==> src/rtl/srs_pkg.sv <==
package srs_pkg;
    typedef enum logic [2:0] {
        S_IDLE,
        S_CMD,
        S_WDATA,
        S_RDATA,
        S_DONE
    } srs_state_e;
endpackage

==> src/rtl/srs_edge_sync.sv <==
module srs_edge_sync #(
    parameter int STAGES = 2
) (
    input  logic clk,
    input  logic rst_n,
    input  logic csn_i,
    input  logic sclk_i,
    input  logic sdi_i,
    output logic csn_s,
    output logic sdi_s,
    output logic cs_fall,
    output logic sclk_rise,
    output logic sclk_fall
);
    logic [STAGES-1:0] csn_sh, sclk_sh, sdi_sh;
    logic              csn_d, sclk_d;

    always_ff @(posedge clk or negedge rst_n) begin
        if (!rst_n) begin
            csn_sh  <= '1;
            sclk_sh <= '0;
            sdi_sh  <= '0;
            csn_d   <= 1'b1;
            sclk_d  <= 1'b0;
        end else begin
            csn_sh  <= {csn_sh[STAGES-2:0], csn_i};
            sclk_sh <= {sclk_sh[STAGES-2:0], sclk_i};
            sdi_sh  <= {sdi_sh[STAGES-2:0], sdi_i};
            csn_d   <= csn_sh[STAGES-1];
            sclk_d  <= sclk_sh[STAGES-1];
        end
    end

    assign csn_s     = csn_sh[STAGES-1];
    assign sdi_s     = sdi_sh[STAGES-1];
    assign cs_fall   = csn_d & ~csn_s;
    assign sclk_rise = ~sclk_d & sclk_sh[STAGES-1];
    assign sclk_fall = sclk_d & ~sclk_sh[STAGES-1];
endmodule

==> src/rtl/srs_frame_fsm.sv <==
module srs_frame_fsm
    import srs_pkg::*;
#(
    parameter int ADDR_W = 7,
    parameter int DATA_W = 8
) (
    input  logic              clk,
    input  logic              rst_n,
    input  logic              csn_s,
    input  logic              cs_fall,
    input  logic              sclk_rise,
    input  logic              sclk_fall,
    input  logic              sdi_s,
    input  logic [DATA_W-1:0] rd_data,
    output logic [ADDR_W-1:0] addr_o,
    output logic [DATA_W-1:0] wdata_o,
    output logic              wr_req_o,
    output logic              rd_req_o,
    output logic              evt_clr_o,
    output logic              sdo_o,
    output logic              rd_phase_o
);
    localparam int CMD_BITS   = 1 + ADDR_W;
    localparam int FRAME_BITS = CMD_BITS + DATA_W;
    localparam int CNT_W      = $clog2(FRAME_BITS + 1);
    localparam logic [CNT_W-1:0] LAST_CMD   = CNT_W'(CMD_BITS - 1);
    localparam logic [CNT_W-1:0] LAST_FRAME = CNT_W'(FRAME_BITS - 1);

    srs_state_e        st_q, st_d;
    logic [CNT_W-1:0]  cnt_q;
    logic [ADDR_W-1:0] sh_q;
    logic [CMD_BITS-1:0] nxt_sh;
    logic [DATA_W-1:0] rdsh_q;
    logic              load_q;
    logic              cmd_end, frame_end;

    assign nxt_sh    = {sh_q, sdi_s};
    assign cmd_end   = sclk_rise && (cnt_q == LAST_CMD);
    assign frame_end = sclk_rise && (cnt_q == LAST_FRAME);

    // state register
    always_ff @(posedge clk or negedge rst_n) begin
        if (!rst_n) st_q <= S_IDLE;
        else        st_q <= st_d;
    end

    // next-state logic
    always_comb begin
        st_d = st_q;
        if (csn_s) begin
            st_d = S_IDLE;
        end else begin
            unique case (st_q)
                S_IDLE:  if (cs_fall) st_d = S_CMD;
                S_CMD:   if (cmd_end) st_d = nxt_sh[ADDR_W] ? S_WDATA : S_RDATA;
                S_WDATA: if (frame_end) st_d = S_DONE;
                S_RDATA: if (frame_end) st_d = S_DONE;
                S_DONE:  st_d = S_DONE;
                default: st_d = S_IDLE;
            endcase
        end
    end

    // datapath and outputs
    always_ff @(posedge clk or negedge rst_n) begin
        if (!rst_n) begin
            cnt_q     <= '0;
            sh_q      <= '0;
            rdsh_q    <= '0;
            load_q    <= 1'b0;
            addr_o    <= '0;
            wdata_o   <= '0;
            wr_req_o  <= 1'b0;
            rd_req_o  <= 1'b0;
            evt_clr_o <= 1'b0;
            sdo_o     <= 1'b0;
        end else begin
            wr_req_o  <= 1'b0;
            rd_req_o  <= 1'b0;
            evt_clr_o <= 1'b0;
            load_q    <= rd_req_o;
            if (load_q) rdsh_q <= rd_data;
            if (cs_fall) begin
                cnt_q <= '0;
                sh_q  <= '0;
                sdo_o <= 1'b0;
            end else if (!csn_s) begin
                if (sclk_rise && (st_q == S_CMD || st_q == S_WDATA)) begin
                    sh_q  <= nxt_sh[ADDR_W-1:0];
                    cnt_q <= cnt_q + 1'b1;
                end
                if (sclk_rise && st_q == S_RDATA) cnt_q <= cnt_q + 1'b1;
                if (st_q == S_CMD && cmd_end) begin
                    addr_o   <= nxt_sh[ADDR_W-1:0];
                    rd_req_o <= ~nxt_sh[ADDR_W];
                end
                if (st_q == S_WDATA && frame_end) begin
                    wr_req_o <= 1'b1;
                    wdata_o  <= nxt_sh[DATA_W-1:0];
                end
                if (st_q == S_RDATA && frame_end) evt_clr_o <= 1'b1;
                if (st_q == S_RDATA && sclk_fall) begin
                    sdo_o  <= rdsh_q[DATA_W-1];
                    rdsh_q <= {rdsh_q[DATA_W-2:0], 1'b0};
                end
            end
        end
    end

    assign rd_phase_o = (st_q == S_RDATA);

    a_r8_deselect_idles: assert property (@(posedge clk) disable iff (!rst_n)
        csn_s |=> st_q == S_IDLE);
    a_r7_clear_after_read: assert property (@(posedge clk) disable iff (!rst_n)
        evt_clr_o |-> (st_q == S_DONE && $past(st_q) == S_RDATA));
    a_r2_write_at_end: assert property (@(posedge clk) disable iff (!rst_n)
        wr_req_o |-> (st_q == S_DONE && $past(st_q) == S_WDATA));
    a_r3_launch_on_fall: assert property (@(posedge clk) disable iff (!rst_n)
        (!sclk_fall && !cs_fall) |=> $stable(sdo_o));
    a_r11_single_read_req: assert property (@(posedge clk) disable iff (!rst_n)
        rd_req_o |=> !rd_req_o);
endmodule

==> src/rtl/srs_regfile.sv <==
module srs_regfile #(
    parameter int ADDR_W   = 7,
    parameter int DATA_W   = 8,
    parameter int LAST_REG = 36
) (
    input  logic                         clk,
    input  logic                         rst_n,
    input  logic [ADDR_W-1:0]            addr,
    input  logic [DATA_W-1:0]            wdata,
    input  logic                         wr_req,
    output logic                         wr_acc,
    output logic [DATA_W-1:0]            rd_data,
    output logic [(LAST_REG+1)*DATA_W-1:0] regs_flat
);
    localparam int NREG = LAST_REG + 1;

    assign wr_acc = wr_req && (addr <= ADDR_W'(LAST_REG));

    for (genvar i = 0; i < NREG; i++) begin : g_reg
        always_ff @(posedge clk or negedge rst_n) begin
            if (!rst_n)
                regs_flat[i*DATA_W +: DATA_W] <= '0;
            else if (wr_acc && addr == ADDR_W'(i))
                regs_flat[i*DATA_W +: DATA_W] <= wdata;
        end
    end

    always_comb begin
        rd_data = '0;
        for (int i = 0; i < NREG; i++) begin
            if (addr == ADDR_W'(i)) rd_data = regs_flat[i*DATA_W +: DATA_W];
        end
    end

    a_r9_hold_without_write: assert property (@(posedge clk) disable iff (!rst_n)
        !wr_acc |=> $stable(regs_flat));
endmodule

==> src/rtl/srs_pin_mux.sv <==
module srs_pin_mux #(
    parameter int N_PINS = 3,
    parameter int SEL_W  = 2
) (
    input  logic              clk,
    input  logic              rst_n,
    input  logic [SEL_W-1:0]  sel,
    input  logic              idle_hiz,
    input  logic              rd_phase,
    input  logic              sdo,
    output logic [N_PINS-1:0] pad_out,
    output logic [N_PINS-1:0] pad_oe
);
    for (genvar k = 0; k < N_PINS; k++) begin : g_pin
        logic hit;
        assign hit        = (sel == SEL_W'(k + 1));
        assign pad_out[k] = hit & rd_phase & sdo;
        assign pad_oe[k]  = hit & (rd_phase | ~idle_hiz);
    end

    a_r5_single_pin: assert property (@(posedge clk) disable iff (!rst_n)
        $onehot0(pad_oe));
    a_r6_driven_in_read: assert property (@(posedge clk) disable iff (!rst_n)
        (rd_phase && sel != '0) |-> $countones(pad_oe) == 1);
endmodule

==> src/rtl/serial_reg_slave.sv <==
module serial_reg_slave #(
    parameter int ADDR_W      = 7,
    parameter int DATA_W      = 8,
    parameter int LAST_REG    = 36,
    parameter int N_PINS      = 3,
    parameter int SYNC_STAGES = 2
) (
    input  logic                             clk,
    input  logic                             rst_n,
    input  logic                             csn_i,
    input  logic                             sclk_i,
    input  logic                             sdi_i,
    input  logic [1:0]                       out_sel_i,
    input  logic                             idle_hiz_i,
    output logic [N_PINS-1:0]                pad_out_o,
    output logic [N_PINS-1:0]                pad_oe_o,
    output logic [(LAST_REG+1)*DATA_W-1:0]   regs_o,
    output logic                             wr_stb_o,
    output logic                             rd_stb_o,
    output logic [ADDR_W-1:0]                acc_addr_o,
    output logic [DATA_W-1:0]                wr_data_o,
    output logic                             evt_clr_o
);
    logic csn_s, sdi_s, cs_fall, sclk_rise, sclk_fall;
    logic wr_req, sdo, rd_phase;
    logic [DATA_W-1:0] rd_data;

    srs_edge_sync #(.STAGES(SYNC_STAGES)) u_sync (
        .clk(clk), .rst_n(rst_n), .csn_i(csn_i), .sclk_i(sclk_i), .sdi_i(sdi_i),
        .csn_s(csn_s), .sdi_s(sdi_s), .cs_fall(cs_fall),
        .sclk_rise(sclk_rise), .sclk_fall(sclk_fall)
    );

    srs_frame_fsm #(.ADDR_W(ADDR_W), .DATA_W(DATA_W)) u_fsm (
        .clk(clk), .rst_n(rst_n), .csn_s(csn_s), .cs_fall(cs_fall),
        .sclk_rise(sclk_rise), .sclk_fall(sclk_fall), .sdi_s(sdi_s),
        .rd_data(rd_data), .addr_o(acc_addr_o), .wdata_o(wr_data_o),
        .wr_req_o(wr_req), .rd_req_o(rd_stb_o), .evt_clr_o(evt_clr_o),
        .sdo_o(sdo), .rd_phase_o(rd_phase)
    );

    srs_regfile #(.ADDR_W(ADDR_W), .DATA_W(DATA_W), .LAST_REG(LAST_REG)) u_regs (
        .clk(clk), .rst_n(rst_n), .addr(acc_addr_o), .wdata(wr_data_o),
        .wr_req(wr_req), .wr_acc(wr_stb_o), .rd_data(rd_data), .regs_flat(regs_o)
    );

    srs_pin_mux #(.N_PINS(N_PINS), .SEL_W(2)) u_mux (
        .clk(clk), .rst_n(rst_n), .sel(out_sel_i), .idle_hiz(idle_hiz_i),
        .rd_phase(rd_phase), .sdo(sdo), .pad_out(pad_out_o), .pad_oe(pad_oe_o)
    );
endmodule

==> config.mk <==
export PLATFORM = sky130hd
export DESIGN_NAME = serial_reg_slave
export DESIGN_NICKNAME = d
export VERILOG_FILES = /design/src/rtl/srs_pkg.sv /design/src/rtl/srs_edge_sync.sv /design/src/rtl/srs_frame_fsm.sv /design/src/rtl/srs_regfile.sv /design/src/rtl/srs_pin_mux.sv /design/src/rtl/serial_reg_slave.sv
export SDC_FILE = /design/constraint.sdc
export NUM_CORES = 1
export LEC_CHECK = 0
export ABC_AREA = 0
export BUFFER_PORTS_ARGS = -buffer_cell sky130_fd_sc_hd__buf_2
export CAP_MARGIN = 10
export CELL_PAD_IN_SITES_DETAIL_PLACEMENT = 2
export CELL_PAD_IN_SITES_GLOBAL_PLACEMENT = 2
export CORE_MARGIN = 8
export CORE_UTILIZATION = 38
export CTS_BUF_LIST = sky130_fd_sc_hd__clkbuf_8
export DETAILED_ROUTE_END_ITERATION = 6
export PLACE_DENSITY_LB_ADDON = 0.1
export SLEW_MARGIN = 5
export SYNTH_ARGS = -nofsm -noshare
export SYNTH_HDL_FRONTEND = slang
export SYNTH_HIERARCHICAL = 1
export SYNTH_SLANG_ARGS = --single-unit
==> constraint.sdc <==
create_clock -name clk -period 3.25 [get_ports clk]
set_input_delay 0.325 -clock clk [delete_from_list [all_inputs] [get_ports clk]]
set_output_delay 0.325 -clock clk [all_outputs]
set_load 0.01 [all_outputs]
# After elaboration in Yosys (flattened, before gate mapping)
# Cells that the tools add are included.
# Widths: inputs -> output; s select.
# op_classes
add_sub_neg,1
magnitude_cmp,1
eq_ne,49
mux,66
bitwise_logic,19
reduce_logical,59
# ops
op,n
$mux 8,41
$eq 7x5->1 const B,16
$eq 7x4->1 const B,8
$logic_and 1x1->1,46
$eq 7x6->1 const B,5
$eq 7x3->1 const B,4
$mux 7,3
$mux 5,4
$eq 7x2->1 const B,2
$mux 1,13
$and 1x1->1,12
$mux 3,4
$pmux 3 s4,1
$reduce_and 3->1,3
$eq 7x1->1 const B,1
$le 7x6->1 const B,1
$logic_not 7->1,1
$eq 3x2->1 const B,2
$not 1->1,6
$reduce_and 2->1,3
$add 5x1->5 const B,1
$eq 5x3->1 const B,1
$eq 5x4->1 const B,1
$eq 2x2->1 const B,2
13 further kinds,14
# word_totals
reg_bits,347
input_bits,8
out_inout_bits,320
elab_cells,248

# Longest topological paths before layout
# logic_depth
depth_word,42
ltp_mapped,13
mapped_depth_nobuf,9

# Modules after synthesis
# Netlist, hierarchy kept.
# modules_own_cells
module,instances,cells_per_inst,area_each_um2,seq_area_each_um2
srs_regfile,1,1205,14920.6,7407.1
srs_frame_fsm,1,160,2001.9,1076.0
srs_edge_sync,1,11,225.2,203.9
srs_pin_mux,1,11,48.8,0.0

# Worst setup path after synthesis
# Ideal clock, no wire load.
# synth_path
path_type,flip-flop to flip-flop
from,register u_fsm.addr_o[6]
to,register u_fsm.rdsh_q[7]
setup_time_ns,0.125
t_arrival_ns,2.605
path_slack_ns,0.520
path_stages_with_launch,13
period_less_slack_ns,2.730
cell_sequence,dfrtp_1 buf_4 nor3b_1 buf_2 nand2_1 buf_4 o21ai_0 o211ai_1 a221o_1 a21oi_1 o211ai_1 mux2_2 mux2_2
# synth_between
elab_chain_len,42
# synth_lines
element,line,text
"start, declared",srs_frame_fsm.sv:15,"output logic [ADDR_W-1:0] addr_o,"
"start signal, assigned",srs_frame_fsm.sv:94,addr_o <= nxt_sh[ADDR_W-1:0];
$logic_not 7->1,srs_regfile.sv:31,if (addr == ADDR_W'(i)) rd_data = regs_flat[i*DATA_W +: DATA_W];
$mux 8 (36 in a row),srs_regfile.sv:31,
$mux 8 *,srs_regfile.sv:31,
via rd_data[7],serial_reg_slave.sv:26,logic [DATA_W-1:0] rd_data;
$mux 8 *,srs_frame_fsm.sv:82,if (load_q) rdsh_q <= rd_data;
$mux 8,srs_frame_fsm.sv:102,if (st_q == S_RDATA && sclk_fall) begin
$mux 8,srs_frame_fsm.sv:87,end else if (!csn_s) begin
$mux 8 *,srs_frame_fsm.sv:83,if (cs_fall) begin
"end signal, assigned",srs_frame_fsm.sv:82,
"end signal, assigned",srs_frame_fsm.sv:104,"rdsh_q <= {rdsh_q[DATA_W-2:0], 1'b0};"
"end, declared",srs_frame_fsm.sv:33,logic [DATA_W-1:0] rdsh_q;
# Mark *: on every way through the listed nets, which the timed path passes. The rest lies on a longest branch.
# A chain may end at the register's enable or synchronous reset.

# Worst setup path after layout
# layout_path
from,register u_fsm.addr_o[6]
to,register u_fsm.rdsh_q[4]
# The elaborated chain is that of the path after synthesis.

==> metrics <==
fin crit share 97.4%; DP Wirelength 56800 microns; Top FF cell, synth dfrtp_1; number of synthesized register bits about 350; Wirelength per Cell approximately 31 microns; GR Util All Layers 28.2%; main combinational cell family by area after synthesis multiplexers; drt total wl 76200 microns; Worst setup SP type flip-flop; cell taking the most area after synthesis dfrtp_1; Layout Nets between 1500 and 2000; Syn Inst Count 1387; commonest non-fill, non-tap cell in the layout dfrtp_1; Hold Vio Cnt, Final 0; share of the synthesized area in the top cell type roughly 50%; count of input and output buffers 327; slew margin rel. 28.8%; crit-path cells nor3b_1 > buf_4 > o211ai_1 > a21boi_0 > a2111oi_2 > buf_4 > o221ai_1 > a21oi_1 > o21ai_0 > mux2_2 > mux2_2; Synth Area in Simple Gates 10.6%; switch share a little under a quarter; final antenna-violating net count 0; MaxCap Viol Count 0; Clock power frac 46.8%; clk buf depth 3; Die Y 229 microns; number of buffers created by CTS 60; Area contributors post-synth dfrtp_1 (50%), mux2_2 (21%), nor3_4 (2.2%); drt pass-1 iters 5; Reg power frac 51.4%; Core Box Area ~0.045 sq mm; Worst path top cell family by delay compound AO/OA/AOI/OAI gates; Post-route DRC 0; Crit Path Max Fanout 12; leakage approximately 11 nW; final std cells w/o fill roughly 2400; initial antenna violation count 2; grt ovf 0; # H-tree levels 2; adder-cell share of the synthesized area less than 1%; Mapped Avg Cell Area 12.4 sq um; first-pass GRT wire length 112000 microns; final setup fails 0; Seq/Total Area, Yosys 50.5%; multiplexer share of the synthesized area 25.3%; Post-synth EDFFs 0; # IOs 328; synthesis-to-finish area growth 23.8%; Max stage delay on crit path 0.53 ns; CTS clk-pin slew, worst paths 0.06 ns; DRT iter0 DRCs about 1100; setup tns final 0 ns; fmax 316 MHz; Starting Density 38.2%; Worst Path Arrival 3.72 ns; slowest library cell on the worst path dfrtp_1; Slew Viols, Final 0; total number of vias 14364; CP Class reg -> reg; peak supply drop 0.211 mV; synth unique cells 80; die width 229 microns; routability cong. 0.900; PD cells between 300 and 400 mW/mm^2; syn_nets 1397; ys async rst share 100%; most frequent cells in the layout dfrtp_1 (341), mux2_2 (328), buf_2 (326), buf_4 (102), clkbuf_8 (76); fin crit period 3.17 ns; area of the die 0.0523 sq mm; Buf/Inv on CP 2; Slew @ Worst Pin approximately 1.1 ns; clock sinks 347; via density per instance a little under 6; largest net degree at the start of global routing 95; endpoint class of the critical path flip-flop; layout cells sized above 1 51.6%; CTS tree yes; placed insts around 2300; vias in the first global route ~16000; NetSw ~0.002 W; class of the worst hold path in -> async; clk_lat worst skew just under 0.7 ns; status finished, final reports clean; total of warnings raised by yosys 6; Power Internal 0.00644 W; Synth Cell Area 0.0172 sq mm; Clock Tree Root clkbuf_8; Comb power frac between 1.5 and 2%; Required @ worst endpoint about 3.8 ns; Synth Area in Compound Gates between 10% and 20%; clk_skew 0.0300 ns; post-synthesis xor/xnor area fraction 0.102%; # rows 78
-- synth_stat cells, drive strengths merged, types with 9 or more instances --
cell type	n
mux4	12
nand2	52
a31oi	11
clkbuf	39
mux2i	26
o22ai	28
a211oi	12
a22oi	14
dfrtp	344
o21ai	52
nor3	44
nand4	10
buf	62
nor2b	16
mux2	337
nor2	75
a21oi	64
nand2b	9
nand3	36
-- metrics by stage --
| stage | total power (W) | hold WS, ns | setup WS (ns) | instance area, sq um | util [%] |
|---|---|---|---|---|---|
| 6_report | 0.00844 | 0.305 | 0.0845 | 21300 | 47.3 |
| 5_1_grt | 0.00871 | 0.277 | -0.00230 | 21300 | 47.3 |
| 4_1_cts | 0.00854 | 0.263 | 0.0433 | 21200 | 47.2 |
| 3_5_place_dp | 0.00457 | 0.343 | -0.243 | 20000 | 44.5 |
| 3_3_place_gp | 0.00457 | 0.332 | -0.213 | 20000 | 44.5 |
| 2_1_floorplan | 0.00445 | 0.0294 | 0.520 | 17200 | - |
-- sequential cells by signal (all words and copies together) (netlist names), 2 cells and up --
signal	count
u_fsm/sh_q	7
u_fsm/wdata_o	8
u_regs/regs_flat	296
u_sync/csn_sh	2
u_fsm/cnt_q	5
u_sync/sclk_sh	2
u_sync/sdi_sh	2
u_fsm/addr_o	7
u_fsm/st_q	3
u_fsm/rdsh_q	8
-- power groups by stage --
stage | Sequential [W] | Combinational, W | Clock (W)
global placement | 0.00442 | 0.000148 | 0
floorplan | 0.00441 | 0.0000327 | 0
finish | 0.00434 | 0.000150 | 0.00395
global route | 0.00434 | 0.000171 | 0.00420
CTS | 0.00434 | 0.000156 | 0.00405
detailed placement | 0.00442 | 0.000152 | 0
-- per-layer routing --
metal  share of wire (%)  wire, microns  GRT usage (%)
met1                  44          33600           38.0
met2                  46          35400           44.1
met3                 6.4           4890           7.28
met4                 3.1           2340           9.14
met5               0.030             23              0
-- path summary, 6_finish.rpt --
path | startpoint | endpoint | slack, ns | depth (start not counted)
max | u_fsm/addr_o[6] | u_fsm/rdsh_q[4] | 0.08 | 11
min | rst_n | u_regs/regs_flat[6] | 0.31 | 2
max reg2reg | u_fsm/addr_o[6] | u_fsm/rdsh_q[4] | 0.08 | 11
min reg2reg | u_sync/sdi_sh[0] | u_sync/sdi_sh[1] | 0.35 | 0
max in group asynchronous | rst_n | u_regs/regs_flat[243] | 2.06 | 3
min in group clk | csn_i | u_sync/csn_sh[0] | 0.31 | 2
-- logic make-up (layout without fill, tap and decap cells) --
family          Yosys count  count (layout)
compound gates          267             267
fa+ha+maj                 2               2
xor+xnor                  2               2
buf+inv                 108             550
other cells               0               2
flops                   347             347
mux                     375             375
simple gates            286             286
-- cell type report --
| type | instances | area [sq um] |
|---|---|---|
| fillers | 4607 | 23700 |
| inverters | 7 | 26.3 |
| clock buffers | 76 | 1050 |
| repair buffers | 444 | 2670 |
| well taps | 600 | 751 |
| diodes | 2 | 5.00 |
| flip-flops and latches | 347 | 8700 |
| multi-input cells | 932 | 8000 |
| clock inverters | 23 | 105 |
-- what timing repair did --
action | CTS | global route
setup buffers | 0 | 3
pin swaps | 0 | 1
hold buffers | 4 | 0
hold endpoints to repair | 88 | 0
gates resized for setup | 2 | 6
setup endpoints to repair | 1 | 5
(Power assumes the default switching activity.)
